<file path="config.mk">
export PLATFORM = sky130hd
export DESIGN_NAME = fsg_frame_sync_gen
export DESIGN_NICKNAME = d
export VERILOG_FILES = /design/src/rtl/fsg_pkg.sv /design/src/rtl/fsg_sync.sv /design/src/rtl/fsg_bclk_edge.sv /design/src/rtl/fsg_counter.sv /design/src/rtl/fsg_frame_sync_gen.sv
export SDC_FILE = /design/constraint.sdc
export NUM_CORES = 1
export LEC_CHECK = 0
export BUFFER_PORTS_ARGS = -buffer_cell sky130_fd_sc_hd__buf_2
export CAP_MARGIN = 20
export CORE_MARGIN = 2
export CORE_UTILIZATION = 40
export DETAILED_ROUTE_END_ITERATION = 10
export GPL_TIMING_DRIVEN = 0
export PLACE_DENSITY = 0.6
export SLEW_MARGIN = 20
export SYNTH_ARGS = -nofsm -noshare
export SYNTH_HDL_FRONTEND = slang
export SYNTH_HIERARCHICAL = 1
export SYNTH_SLANG_ARGS = --single-unit
</file>
<file path="constraint.sdc">
create_clock -name clk -period 0.88 [get_ports clk]
set_clock_uncertainty 0.1 [all_clocks]
set_input_delay 0.088 -clock clk [delete_from_list [all_inputs] [get_ports clk]]
set_output_delay 0.088 -clock clk [all_outputs]
set_load 0.05 [all_outputs]
</file>
<file path="src/rtl/fsg_pkg.sv">
package fsg_pkg;
  localparam int unsigned LEN_W_DEF = 10;
  localparam int unsigned SYNC_DEF  = 2;
endpackage

</file>
<file path="src/rtl/fsg_sync.sv">
module fsg_sync #(
  parameter int unsigned STAGES = 2
) (
  input  logic clk,
  input  logic rst_n,
  input  logic d_i,
  output logic q_o
);
  generate
    if (STAGES <= 1) begin : g_single
      logic q_q;
      always_ff @(posedge clk or negedge rst_n) begin
        if (!rst_n) q_q <= 1'b0;
        else        q_q <= d_i;
      end
      assign q_o = q_q;
    end else begin : g_chain
      logic [STAGES-1:0] q_q;
      always_ff @(posedge clk or negedge rst_n) begin
        if (!rst_n) q_q <= '0;
        else        q_q <= {q_q[STAGES-2:0], d_i};
      end
      assign q_o = q_q[STAGES-1];
    end
  endgenerate
endmodule

</file>
<file path="src/rtl/fsg_bclk_edge.sv">
module fsg_bclk_edge #(
  parameter int unsigned SYNC_STAGES = 2
) (
  input  logic clk,
  input  logic rst_n,
  input  logic loc_bclk_i,
  input  logic ext_bclk_i,
  input  logic sel_ext_i,
  input  logic samp_fall_i,
  output logic tick_o
);
  logic ext_s;
  logic lvl;
  logic prev_q;
  logic prev_n;

  fsg_sync #(.STAGES(SYNC_STAGES)) u_bsync (
    .clk(clk), .rst_n(rst_n), .d_i(ext_bclk_i), .q_o(ext_s)
  );

  always_comb begin
    lvl    = sel_ext_i ? ext_s : loc_bclk_i;
    prev_n = lvl;
    if (samp_fall_i) tick_o = prev_q & ~lvl;
    else             tick_o = lvl & ~prev_q;
  end

  always_ff @(posedge clk or negedge rst_n) begin
    if (!rst_n) prev_q <= 1'b0;
    else        prev_q <= prev_n;
  end
endmodule

</file>
<file path="src/rtl/fsg_counter.sv">
module fsg_counter #(
  parameter int unsigned LEN_W = 10
) (
  input  logic             clk,
  input  logic             rst_n,
  input  logic             tick_i,
  input  logic             dis_i,
  input  logic             fs_slave_i,
  input  logic             fs_lvl_i,
  input  logic [LEN_W-1:0] flen_m1_i,
  input  logic [LEN_W-1:0] sync_len_i,
  output logic [LEN_W-1:0] cnt_o,
  output logic             act_o,
  output logic             err_o
);
  localparam logic [LEN_W-1:0] ONE = LEN_W'(1);

  logic [LEN_W-1:0] cnt_q, cnt_n;
  logic act_q, act_n, lock_q, lock_n, err_q, err_n, fsp_q, fsp_n;
  logic start;

  assign start = fs_lvl_i & ~fsp_q;

  always_comb begin
    cnt_n  = cnt_q;
    act_n  = act_q;
    lock_n = lock_q;
    err_n  = err_q;
    fsp_n  = tick_i ? fs_lvl_i : fsp_q;
    if (dis_i) begin
      cnt_n  = '0;
      act_n  = 1'b0;
      lock_n = 1'b0;
      err_n  = 1'b0;
    end else if (!fs_slave_i) begin
      if (tick_i) begin
        if (!lock_q || cnt_q >= flen_m1_i) cnt_n = '0;
        else                               cnt_n = cnt_q + ONE;
        lock_n = 1'b1;
        act_n  = (cnt_n < sync_len_i);
      end
    end else begin
      act_n = 1'b0;
      if (tick_i) begin
        if (start) begin
          cnt_n  = '0;
          lock_n = 1'b1;
          if (lock_q && cnt_q != flen_m1_i) err_n = 1'b1;
        end else if (lock_q) begin
          if (cnt_q >= flen_m1_i) begin
            cnt_n = '0;
            err_n = 1'b1;
          end else begin
            cnt_n = cnt_q + ONE;
          end
        end
      end
    end
  end

  always_ff @(posedge clk or negedge rst_n) begin
    if (!rst_n) begin
      cnt_q  <= '0;
      act_q  <= 1'b0;
      lock_q <= 1'b0;
      err_q  <= 1'b0;
      fsp_q  <= 1'b0;
    end else begin
      cnt_q  <= cnt_n;
      act_q  <= act_n;
      lock_q <= lock_n;
      err_q  <= err_n;
      fsp_q  <= fsp_n;
    end
  end

  assign cnt_o = cnt_q;
  assign act_o = act_q;
  assign err_o = err_q;
endmodule

</file>
<file path="src/rtl/fsg_frame_sync_gen.sv">
module fsg_frame_sync_gen #(
  parameter int unsigned LEN_W       = fsg_pkg::LEN_W_DEF,
  parameter int unsigned SYNC_STAGES = fsg_pkg::SYNC_DEF
) (
  input  logic             clk,
  input  logic             rst_n,
  input  logic             clk_dis_i,
  input  logic             bclk_slave_i,
  input  logic             fs_slave_i,
  input  logic             fs_inv_i,
  input  logic             samp_fall_i,
  input  logic [LEN_W-1:0] frame_len_m1_i,
  input  logic [LEN_W-1:0] sync_len_i,
  input  logic             loc_bclk_i,
  input  logic             ext_bclk_i,
  input  logic             ext_fs_i,
  output logic             fs_o,
  output logic [LEN_W-1:0] bit_pos_o,
  output logic             frame_err_o
);
  logic [1:0] rst_q;
  logic       rst_int_n;
  logic       tick;
  logic       ext_fs_s;
  logic       act;

  always_ff @(posedge clk or negedge rst_n) begin
    if (!rst_n) rst_q <= 2'b00;
    else        rst_q <= {rst_q[0], 1'b1};
  end
  assign rst_int_n = rst_q[1];

  fsg_bclk_edge #(.SYNC_STAGES(SYNC_STAGES)) u_edge (
    .clk(clk), .rst_n(rst_int_n),
    .loc_bclk_i(loc_bclk_i), .ext_bclk_i(ext_bclk_i),
    .sel_ext_i(bclk_slave_i), .samp_fall_i(samp_fall_i),
    .tick_o(tick)
  );

  fsg_sync #(.STAGES(SYNC_STAGES)) u_fsync (
    .clk(clk), .rst_n(rst_int_n), .d_i(ext_fs_i), .q_o(ext_fs_s)
  );

  fsg_counter #(.LEN_W(LEN_W)) u_cnt (
    .clk(clk), .rst_n(rst_int_n), .tick_i(tick), .dis_i(clk_dis_i),
    .fs_slave_i(fs_slave_i), .fs_lvl_i(ext_fs_s ^ fs_inv_i),
    .flen_m1_i(frame_len_m1_i), .sync_len_i(sync_len_i),
    .cnt_o(bit_pos_o), .act_o(act), .err_o(frame_err_o)
  );

  assign fs_o = act ^ fs_inv_i;
endmodule

</file>
-- Word level (Yosys, flattened, before mapping)
Cells that the tools add are included.
Widths: inputs -> output; s select.
- output and inout port bits: 12
- register bits after elaboration: 21
- equal/unequal tests: 4
- muxes and demuxes: 28
- bitwise gates (word level): 8
- $add $sub $neg: 1
- magnitude comparators: 2
- reductions and logical operators: 11
- operators with widths (operator ; number):
    $mux 10 ; 11
    $mux 1 ; 17
    $add 10x1->10 const B ; 1
    $ge 10x10->1 ; 1
    $lt 10x10->1 ; 1
    $ne 10x10->1 ; 1
    $reduce_bool 3->1 ; 3
    $reduce_and 5->1 ; 1
    $ne 4x2->1 const B ; 1
    $reduce_and 2->1 ; 2
    $reduce_bool 2->1 ; 2
    $and 1x1->1 ; 3
    $ne 3x2->1 const B ; 1
    $ne 3x3->1 const B ; 1
    $not 1->1 ; 3
    $xor 1x1->1 ; 2
    $logic_and 1x1->1 ; 1
    $logic_not 1->1 ; 1
    $logic_or 1x1->1 ; 1

-- Logic depth before layout (Yosys ltp)
Gate-level depths: netlist of run 1.
- depth in word-level cells: 11
- gate-level depth with buffers: 13
- depth with buffers taken out: 12

-- By module
Netlist of run 1, hierarchy kept.
- by module, submodules not included (module ; instances ; area an instance (µm²) ; seq. area each (µm²) ; cells an instance):
    fsg_counter ; 1 ; 1438.9 ; 350.3 ; 165
    fsg_sync ; 2 ; 50.0 ; 50.0 ; 2
    fsg_frame_sync_gen ; 1 ; 71.3 ; 50.0 ; 5
    fsg_bclk_edge ; 1 ; 60.1 ; 25.0 ; 5

-- Worst setup path before layout of run 1
OpenSTA, ideal clock, no wires.
- path type: flip-flop to flip-flop
- from: register u_cnt.cnt_q[0] (netlist: u_cnt/cnt_o[0])
- to: register u_cnt.act_q (netlist: u_cnt/act_o)
- slack: -2163 ps
- data required time: 686 ps
- period minus slack after synthesis: 3043 ps
- buffers on the path: 1
- data arrival time: 2849 ps
- stages on the path, launching flop included: 13
- cell sequence: dfrtp_1 inv_1 ha_1 nand2b_1 a21o_1 a21o_1 clkbuf_1 nor4_1 ha_1 and4_1 a21oi_1 a211oi_1 a211oi_1
- longest elaborated chain between the ends: 10
- ends and longest elaborated chain (what ; line ; source):
    from (decl) ; fsg_counter.sv:18 ; logic [LEN_W-1:0] cnt_q, cnt_n;
    from (signal assigned) ; fsg_counter.sv:69 ; cnt_q <= cnt_n;
    $ge 10x10->1 ; fsg_counter.sv:37 ; if (!lock_q || cnt_q >= flen_m1_i) cnt_n = '0;
    $logic_or 1x1->1 ; fsg_counter.sv:37 ;
    $mux 10 (*) ; fsg_counter.sv:37 ;
    $mux 10 (*) ; fsg_counter.sv:36 ; if (tick_i) begin
    $mux 10 (*) ; fsg_counter.sv:35 ; end else if (!fs_slave_i) begin
    $mux 10 (*) ; fsg_counter.sv:30 ; if (dis_i) begin
    $lt 10x10->1 (*) ; fsg_counter.sv:40 ; act_n = (cnt_n < sync_len_i);
    $mux 1 (*) ; fsg_counter.sv:36 ;
    $mux 1 (*) ; fsg_counter.sv:35 ;
    $mux 1 (*) ; fsg_counter.sv:30 ;
    to (signal assigned) ; fsg_counter.sv:70 ; act_q <= act_n;
    to (decl) ; fsg_counter.sv:19 ; logic act_q, act_n, lock_q, lock_n, err_q, err_n, fsp_q, fsp_n;
Mark *: on every way between the ends. The rest lies on a longest branch, timed or not. The select of a mux whose other input is x is not followed.
A chain may end at the register's enable or synchronous reset.

-- Final worst setup path of run 1
- from: register u_cnt.cnt_q[3] (netlist: u_cnt/cnt_o[3])
- to: register u_cnt.act_q (netlist: u_cnt/act_o)
The elaborated chain is that of the path after synthesis.

==> impl_metrics.env, run 1 <==
export IMPL_status="complete, but fails checks"
export IMPL_violations="negative hold slack, negative setup slack"
export IMPL_hold_viol=1
export IMPL_hp_class="in2reg"
export IMPL_clkSinkCount=21
export IMPL_wirelength_um=4892
export IMPL_setup_viol=26
export IMPL_antenna_found_initial=0
export IMPL_clock_path_buffers=2
export IMPL_worst_skew_pair_late_latency_ns=0.26
export IMPL_gp_congestion=0.8661
export IMPL_htreeDepth=1
export IMPL_synth_commonest_cells="dfrtp_1, ha_1, inv_1"
export IMPL_vias=1662
export IMPL_cp_top_family="compound AO/OA/AOI/OAI gates"
export IMPL_num_rows=23
export IMPL_finalNetCount=303
export IMPL_fill_cells=291
export IMPL_finalHoldWorstSlack_ns=-0.01547
export IMPL_max_slew_margin_pct=42.45
export IMPL_critical_path_class="reg2reg"
export IMPL_die_w_um=68.62
export IMPL_numCtsBuffers=3
export IMPL_drt_iter0_drc=73
export IMPL_syn_nets=229
export IMPL_root_buffer="clkbuf_8"
export IMPL_synth_area_um2=1670
export IMPL_antenna_diode_count=0
export IMPL_viasPerCell=5.503
export IMPL_cts_clk_slew_worst_paths_ns=0.08
export IMPL_synth_simple_area_share_pct=21.12
export IMPL_rsz0062_at_grt="yes"
export IMPL_placed_cell_area_um2=2087
export IMPL_worstPathArrival_ns=2.72
export IMPL_crit_top_cell="a211oi_2"
export IMPL_detailed_place_hpwl_um=3258
export IMPL_critPathMaxStageDelay_ns=0.44
export IMPL_fin_crit_ns=2.643
export IMPL_synth_distinct_cells=44
export IMPL_synth_top_area_cell="dfrtp_1"
export IMPL_ys_ff_latch=21
export IMPL_seq_area_frac_synth_pct=31.46
export IMPL_synth_xor_area_share_pct=5.243
export IMPL_synth_flop_cell="dfrtp_1"
export IMPL_avgSynthCellArea_um2=9.332
export IMPL_start_util_pct=41.76
export IMPL_synth_fa_ha_area_share_pct=14.98
export IMPL_yosysTopAreaCellShare_pct=31.46
export IMPL_grt_pass1_wl_um=7755
export IMPL_crit_fanout=5
export IMPL_track_usage_pct=22.04
export IMPL_vdd_drop_max_mv=0.6447
export IMPL_p_leak_nw=1.223
export IMPL_slowest_stage="dfrtp_2"
export IMPL_final_cell_area_um2=2763
export IMPL_synth_edf_count=0
export IMPL_drc=0
export IMPL_cp_data_required_time_ns=0.96
export IMPL_layout_setup_ws_ns=-1.763
export IMPL_worst_slew_pin_slew_ns=0.8512
export IMPL_drv_cap=0
export IMPL_die_h_um=68.62
export IMPL_crit_chain="ha_4 -> a21o_1 -> nand3_2 -> a21oi_4 -> buf_4 -> buf_6 -> nor4_4 -> ha_1 -> and4_1 -> a21oi_2 -> a211oi_2 -> a211oi_2"
export IMPL_final_layout_size_suffix_gt1_share_pct=56.75
export IMPL_yosys_warnings=6
export IMPL_fmax_mhz=378.3
export IMPL_end_kind="register"
export IMPL_synth_top_family_by_area="simple AND/OR/NAND/NOR gates"
export IMPL_worstSetupStartpointType="register"
export IMPL_power_mw=2.488
export IMPL_ant_nets=0
export IMPL_grt_overflow=0
export IMPL_yosysMostFrequentCell="dfrtp_1"
export IMPL_grt_max_degree=20
export IMPL_grt_pass1_vias=1704
export IMPL_hold_buffers=3
export IMPL_syn_to_final_growth_pct=65.39
export IMPL_async_flop_share_pct=100.0
export IMPL_synth_area_mux_share_pct=2.846
export IMPL_dr_pass1_iters=4
export IMPL_cts_tree="built"
export IMPL_final_max_slew_viol_count=0
export IMPL_ios=42
export IMPL_fin_crit_sh_pct=300.4
export IMPL_synth_compound_area_share_pct=17.53
export IMPL_io_buffers=40
export IMPL_core_area_um2=4000
export IMPL_cp_buffers_inverters=2
export IMPL_cellPowerDensity_nw_per_um2=900.6
export IMPL_routedWlPerCell_um=16.20
export IMPL_fp_dieArea_um2=4709
export IMPL_yosys_top_cells_area="dfrtp_1, ha_1, inv_1"
export IMPL_synth_cells=179
-- report_power, final --
group	internal, mW	switching, mW	total, mW
combinational	0.378	0.395	0.772
clock	0.316	0.331	0.647
sequential	1.01	0.0549	1.07
total	1.71	0.780	2.49
-- what timing repair did --
action	in CTS	in global routing
buffers inserted	17	12
endpoints found under the setup margin	45	26
cloned	1	1
hold endpoints to repair	5	1
resized for setup	64	26
pin swaps	17	10
-- state kept, by name, indices dropped and copies added (netlist names) --
| register | count |
|---|---|
| u_edge/u_bsync/g_chain.q_q | 2 |
| u_fsync/g_chain.q_q | 2 |
| u_cnt/act_o | 1 |
| rst_q | 2 |
| u_cnt/cnt_o | 10 |
| u_cnt/err_o | 1 |
| u_edge/prev_q | 1 |
| u_cnt/fsp_q | 1 |
| u_cnt/lock_q | 1 |
-- worst paths after layout --
check	start	end	slack (ns)	cells after the start
worst max-delay path	u_cnt/cnt_o[3]$_DFFE_PN0P_	u_cnt/act_o$_DFFE_PN0P_	-1.76	12
worst min-delay path	loc_bclk_i	u_edge/prev_q$_DFF_PN0_	-0.02	2
worst max register to register	u_cnt/cnt_o[3]$_DFFE_PN0P_	u_cnt/act_o$_DFFE_PN0P_	-1.76	12
worst min register to register	rst_q[1]$_DFF_PN0_	u_cnt/lock_q$_DFFE_PN0P_	0.12	0
max in group asynchronous	rst_q[1]$_DFF_PN0_	u_cnt/cnt_o[1]$_DFFE_PN0P_	0.23	0
min in group asynchronous	rst_n	rst_q[1]$_DFF_PN0_	0.03	2
-- layout make-up --
type                            instances  area [um^2]  area share, %
Multi-Input combinational cell        131         1396          50.54
Timing Repair Buffer                   68        558.0          20.20
Sequential cell                        21        540.5          19.57
Buffer                                  7        80.08          2.899
Inverter                               21        78.83          2.853
Tap cell                               50        62.56          2.264
Clock buffer                            3        41.29          1.495
Clock inverter                          1        5.005         0.1812
-- placed cells by master (no fill, tap or decap), types with 5 or more instances in the layout --
| cell type | count |
|---|---|
| buf_2 | 32 |
| buf_6 | 19 |
| dfrtp_1 | 9 |
| ha_4 | 9 |
| inv_1 | 19 |
| ha_1 | 10 |
| nor4_4 | 6 |
| nand2_1 | 6 |
| nor3_1 | 7 |
| buf_4 | 12 |
| buf_8 | 7 |
| a21oi_2 | 6 |
| nand4_1 | 5 |
| xnor2_1 | 5 |
| dfrtp_2 | 12 |
-- through the flow --
step	hold WS [ns]	utilization, %	std cells	setup TNS (ns)	setup slack (ns)
final	-0.01547	69.06	302	-19.45	-1.763
after global routing	-0.01692	69.06	302	-21.10	-1.917
after CTS	-0.01666	64.40	293	-19.14	-1.793
after detailed placement	-0.2240	52.17	269	-21.36	-1.963
after global placement	-0.2277	52.17	269	-20.48	-1.920
after floorplan	-0.3076	-	179	-16.24	-1.788
-- layer usage --
layer / vias to the layer above / part of all wire [%] / track usage [%] / wire, um
li1: 809 / - / - / -
met1: 792 / 40 / 26.96 / 1977
met2: 57 / 54 / 39.42 / 2634
met3: 4 / 5.0 / 4.058 / 247
met4: 0 / 0.65 / 5.750 / 32
met5: - / 0 / 0 / 0
-- kinds of logic after synthesis --
kind of cell               after synthesis
and+or+nand+nor                         58
AOI/OAI and AO/OA                       37
buffers and inverters                   28
DFF                                     21
adders and majority gates               20
xor gates and xnor gates                10
muxes                                    4
other                                    1
Note: power is estimated with default switching activity, not from simulation.
==> run 2, diff against run 1 <==
HOLD_SLACK_MARGIN = 0.02   (was default)
==> run 2 against run 1 <==
Net effect: the flow still finishes with violations (negative hold slack, negative setup slack); sequential power barely moved; highest routed layer unchanged; critical path depth unchanged; final area is 0.54% higher; combinational power is 0.9% higher; critical path type unchanged; register-to-register slack is essentially flat; core utilization rose by 0.38 points.
==> impl_metrics.env, run 2 (synthesized netlist as in run 1, its figures left out) <==
export IMPL_status="complete, but fails checks"
export IMPL_violations="negative hold slack, negative setup slack"
export IMPL_dr_pass1_iters=4
export IMPL_r2r_cells=12
export IMPL_die_h_um=68.62
export IMPL_final_max_slew_viol_count=0
export IMPL_ios=42
export IMPL_pre_cts_ws_ns=-1.963
export IMPL_swShare_pct=31.58
export IMPL_drc=0
export IMPL_grt_overflow=0
export IMPL_fin_crit_ns=2.634
export IMPL_hold_buffers=4
export IMPL_ant_nets=0
export IMPL_layout_setup_ws_ns=-1.754
export IMPL_antenna_diode_count=0
export IMPL_setup_viol=26
export IMPL_fmax_mhz=379.7
export IMPL_die_w_um=68.62
export IMPL_hp_class="in2reg"
export IMPL_cts_tree="built"
export IMPL_crit_fanout=5
export IMPL_detailed_place_hpwl_um=3258
export IMPL_clock_power_share_pct=26.0
export IMPL_core_area_um2=4000
export IMPL_vias=1670
export IMPL_clock_path_buffers=2
export IMPL_r2r_end="u_cnt/act_o$_DFFE_PN0P_"
export IMPL_finalNetCount=304
export IMPL_drt_iter0_drc=60
export IMPL_worstPathArrival_ns=2.72
export IMPL_cellPowerDensity_nw_per_um2=900.1
export IMPL_wirelength_um=4897
export IMPL_p_leak_nw=1.227
export IMPL_hold_path_cell_count=2
export IMPL_vdd_drop_max_mv=0.6523
export IMPL_root_buffer="clkbuf_8"
export IMPL_worst_skew_pair_late_latency_ns=0.26
export IMPL_reg2reg_slack_ns=-1.75
export IMPL_track_usage_pct=22.10
export IMPL_clkSinkCount=21
export IMPL_worst_slew_pin_slew_ns=0.8552
export IMPL_cp_data_required_time_ns=0.96
export IMPL_internal_power_mw=1.710
export IMPL_routedWlPerCell_um=16.16
export IMPL_fp_dieArea_um2=4709
export IMPL_grt_max_degree=20
export IMPL_cts_clk_slew_worst_paths_ns=0.08
export IMPL_hp_start="loc_bclk_i"
export IMPL_largest_reg_flops=10
export IMPL_antenna_found_initial=0
export IMPL_io_buffers=40
export IMPL_grt_pass1_vias=1709
export IMPL_fin_crit_sh_pct=299.3
export IMPL_critical_path_class="reg2reg"
export IMPL_grt_pass1_wl_um=7783
export IMPL_whs_endpoint="u_edge/prev_q$_DFF_PN0_"
export IMPL_syn_to_final_growth_pct=66.29
export IMPL_htreeDepth=1
export IMPL_end_kind="register"
export IMPL_viasPerCell=5.512
export IMPL_worstSetupStartpointType="register"
export IMPL_final_common_cell="buf_2"
export IMPL_gp_congestion=0.8661
export IMPL_comb_power_share_pct=31.2
export IMPL_start_util_pct=41.76
export IMPL_numCtsBuffers=3
export IMPL_hold_viol=1
export IMPL_rsz0062_at_grt="yes"
export IMPL_final_layout_size_suffix_gt1_share_pct=56.92
export IMPL_finalHoldWorstSlack_ns=-0.01699
export IMPL_num_rows=23
export IMPL_final_cell_mix="buf_2, buf_6, inv_1"
export IMPL_max_slew_margin_pct=42.19
export IMPL_reg2reg_from="u_cnt/cnt_o[3]$_DFFE_PN0P_"
export IMPL_fill_cells=287
export IMPL_seqPwrFrac_pct=42.8
export IMPL_p_sw_uw=789.7
export IMPL_drv_cap=0
## run 2: metal layers
metal  wire length, um  vias up  global-route usage (%)
li1                  -      811                       -
met1              2027      803                   26.83
met2              2595       50                   39.42
met3               227        6                   4.545
met4                47        0                   5.750
met5                 0        -                       0
## run 2: how the worst max path moves through the flow
stage / from / endpoint / slack (ns) / depth (start not counted)
floorplan: u_cnt/cnt_o[3]$_DFFE_PN0P_ / u_cnt/act_o$_DFFE_PN0P_ / -1.79 / 12
global placement: u_cnt/cnt_o[7]$_DFFE_PN0P_ / u_cnt/act_o$_DFFE_PN0P_ / -1.92 / 12
detailed placement: u_cnt/cnt_o[9]$_DFFE_PN0P_ / u_cnt/act_o$_DFFE_PN0P_ / -1.96 / 12
CTS: u_cnt/cnt_o[0]$_DFFE_PN0P_ / u_cnt/act_o$_DFFE_PN0P_ / -1.79 / 12
global route: u_cnt/cnt_o[0]$_DFFE_PN0P_ / u_cnt/act_o$_DFFE_PN0P_ / -1.90 / 11
finish: u_cnt/cnt_o[3]$_DFFE_PN0P_ / u_cnt/act_o$_DFFE_PN0P_ / -1.75 / 12
## run 2: metrics by stage
stage / util, % / instances / TNS, ns / cell area (um^2) / total power [mW]
after floorplan: - / 179 / -16.24 / 1824 / 1.452
after global placement: 52.17 / 269 / -20.48 / 2087 / 1.602
after detailed placement: 52.17 / 269 / -21.36 / 2087 / 1.631
after CTS: 64.65 / 294 / -19.14 / 2586 / 2.436
after global routing: 69.44 / 303 / -21.14 / 2778 / 2.632
final: 69.44 / 303 / -19.62 / 2778 / 2.500
## run 2: area by class of cell
type                            instances  area (um^2)  share of cell area (%)
Tap cell                               50        62.56                   2.252
Timing Repair Buffer                   69        568.0                   20.45
Buffer                                  7        80.08                   2.883
Sequential cell                        21        540.5                   19.46
Clock inverter                          1        5.005                  0.1802
Clock buffer                            3        41.29                   1.486
Inverter                               21        78.83                   2.838
Multi-Input combinational cell        131         1401                   50.45
## run 2: power by group through the flow
stage	logic (mW)	registers [mW]	clock network, mW
floorplan	0.334	1.12	0
finish	0.779	1.07	0.651
global placement	0.510	1.09	0
global route	0.845	1.08	0.706
CTS	0.698	1.07	0.670
detailed placement	0.537	1.09	0
## run 2: repair_timing
item	in CTS	in global routing
setup buffers	17	12
pin swaps	17	11
hold endpoints to repair	7	1
cloned	1	1
setup endpoints to repair	45	26
resized for setup	64	27
## run 2: worst max-delay path, stage by stage (launching register included)
cell and delay (ns):
dfrtp_2 0.44, ha_4 0.24, a21o_1 0.18, nand3_2 0.08, a21oi_4 0.08, buf_4 0.14, buf_6 0.12, nor4_4 0.25
ha_1 0.27, and4_1 0.22, a21oi_2 0.15, a211oi_2 0.09, a211oi_2 0.18
==> run 3, diff against run 2 <==
CAP_MARGIN = default   (was 20)
SKIP_CTS_REPAIR_TIMING = 1   (was default)
==> run 3 against run 2 <==
Net effect: the run still ends with negative hold slack, negative setup slack left; non-clock buffer count down 3; first-iteration DRC count up 62%; critical path depth unchanged; die area unchanged; sequential share of layout area up 1.6 points; final area down 7.6%; count of clock-buffer cells in the layout unchanged; largest cell class unchanged; largest power group unchanged.
==> impl_metrics.env, run 3 (synthesized netlist as in run 1, its figures left out) <==
export IMPL_cts_tree="built"
export IMPL_power_mw=2.421
export IMPL_grt_max_degree=20
export IMPL_ant_nets=0
export IMPL_viasPerCell=5.462
export IMPL_post_route_util_pct=64.15
export IMPL_grt_pass1_wl_um=7072
export IMPL_core_area_um2=4000
export IMPL_finalHoldWorstSlack_ns=-0.01255
export IMPL_final_common_cell="buf_2"
export IMPL_worst_skew_pair_late_latency_ns=0.26
export IMPL_ios=42
export IMPL_grt_overflow=0
export IMPL_largest_reg_flops=10
export IMPL_fin_crit_ns=2.681
export IMPL_fmax_mhz=372.9
export IMPL_fin_crit_sh_pct=304.7
export IMPL_cellPowerDensity_nw_per_um2=943.4
export IMPL_hold_viol=1
export IMPL_detailed_place_hpwl_um=3258
export IMPL_max_slew_margin_pct=48.00
export IMPL_root_buffer="clkbuf_8"
export IMPL_routedWlPerCell_um=15.32
export IMPL_clkSinkCount=21
export IMPL_num_rows=23
export IMPL_final_cell_mix="buf_2, inv_1, buf_4"
export IMPL_fp_dieArea_um2=4709
export IMPL_dr_pass1_iters=4
export IMPL_die_w_um=68.62
export IMPL_grt_pass1_vias=1611
export IMPL_clock_path_buffers=2
export IMPL_worstPathArrival_ns=2.71
export IMPL_finalNetCount=300
export IMPL_die_h_um=68.62
export IMPL_worstSetupStartpointType="register"
export IMPL_worst_slew_pin_slew_ns=0.7692
export IMPL_setup_viol=26
export IMPL_htreeDepth=1
export IMPL_start_util_pct=41.76
export IMPL_gp_congestion=0.8661
export IMPL_antenna_found_initial=0
export IMPL_p_leak_nw=1.189
export IMPL_syn_to_final_growth_pct=53.63
export IMPL_critical_path_class="reg2reg"
export IMPL_vdd_drop_max_mv=0.6640
export IMPL_drv_cap=0
export IMPL_violations="negative hold slack, negative setup slack"
export IMPL_drc=0
export IMPL_track_usage_pct=20.03
export IMPL_final_layout_size_suffix_gt1_share_pct=51.00
export IMPL_cp_data_required_time_ns=0.91
export IMPL_status="complete, but fails checks"
export IMPL_end_kind="register"
export IMPL_antenna_diode_count=0
export IMPL_final_max_slew_viol_count=0
export IMPL_rsz0062_at_grt="yes"
export IMPL_numCtsBuffers=3
export IMPL_wirelength_um=4581
export IMPL_cts_clk_slew_worst_paths_ns=0.08
export IMPL_drt_iter0_drc=97
export IMPL_io_buffers=40
export IMPL_layout_setup_ws_ns=-1.801
export IMPL_hp_class="in2reg"
export IMPL_fin_setup_tns_ns=-19.57
export IMPL_crit_fanout=9
export IMPL_vias=1633
run 3: changes by cell type in the layout (fill, tap and decap cells not counted), sizes merged:
cell / change
a21oi: -1
buf: -2
clkbuf: -1
run 3: layout make-up:
class                      instances  area, um^2
clock inverter                     1       5.005
fill                             316        1434
buffer                             7       62.56
clock buffer                       3       41.29
timing repair buffer              66       504.2
multi-input combinational        130        1272
sequential                        21       539.3
inverter                          21       78.83
tap                               50       62.56
run 3: routing by layer:
metal / global-route usage (%) / up-vias / part of all wire (%)
li1: - / 795 / -
met1: 23.77 / 792 / 41
met2: 35.70 / 40 / 54
met3: 5.195 / 6 / 4.2
met4: 5.000 / 0 / 0.98
met5: 0 / - / 0
run 3: worst paths after layout:
| path | start | end | slack (ns) | depth (start not counted) |
|---|---|---|---|---|
| setup / recovery | u_cnt/cnt_o[8]$_DFFE_PN0P_ | u_cnt/act_o$_DFFE_PN0P_ | -1.80 | 12 |
| hold / removal | loc_bclk_i | u_edge/prev_q$_DFF_PN0_ | -0.01 | 2 |
| setup reg to reg | u_cnt/cnt_o[8]$_DFFE_PN0P_ | u_cnt/act_o$_DFFE_PN0P_ | -1.80 | 12 |
| hold reg to reg | rst_q[1]$_DFF_PN0_ | u_cnt/cnt_o[2]$_DFFE_PN0P_ | 0.11 | 0 |
| max in group asynchronous | rst_q[1]$_DFF_PN0_ | u_cnt/cnt_o[7]$_DFFE_PN0P_ | 0.23 | 0 |
| min in group asynchronous | rst_n | rst_q[1]$_DFF_PN0_ | 0.03 | 2 |
run 3: through the flow:
stage               cell area (um^2)  instances  worst slack, ns
finish                          2566        299           -1.801
global route                    2566        299           -1.994
CTS                             2133        273           -1.995
detailed placement              2087        269           -1.963
global placement                2087        269           -1.920
floorplan                       1824        179           -1.788
run 3: report_power, final:
part	switching, mW	internal (mW)	leakage, nW
combinational	0.361	0.349	0.908
clock	0.319	0.315	0.0255
sequential	0.0632	1.01	0.256
total	0.743	1.68	1.19
run 3: worst max-delay path, stage by stage, from the launching register on:
cell and delay, ns:
dfrtp_2 0.44, ha_1 0.31, nand4_1 0.08, buf_4 0.16, nor2_4 0.14, a21o_1 0.15
buf_8 0.16, nor2_2 0.06, and3_1 0.17, ha_1 0.29, nand4_1 0.16, nor3_2 0.24
a211oi_2 0.09
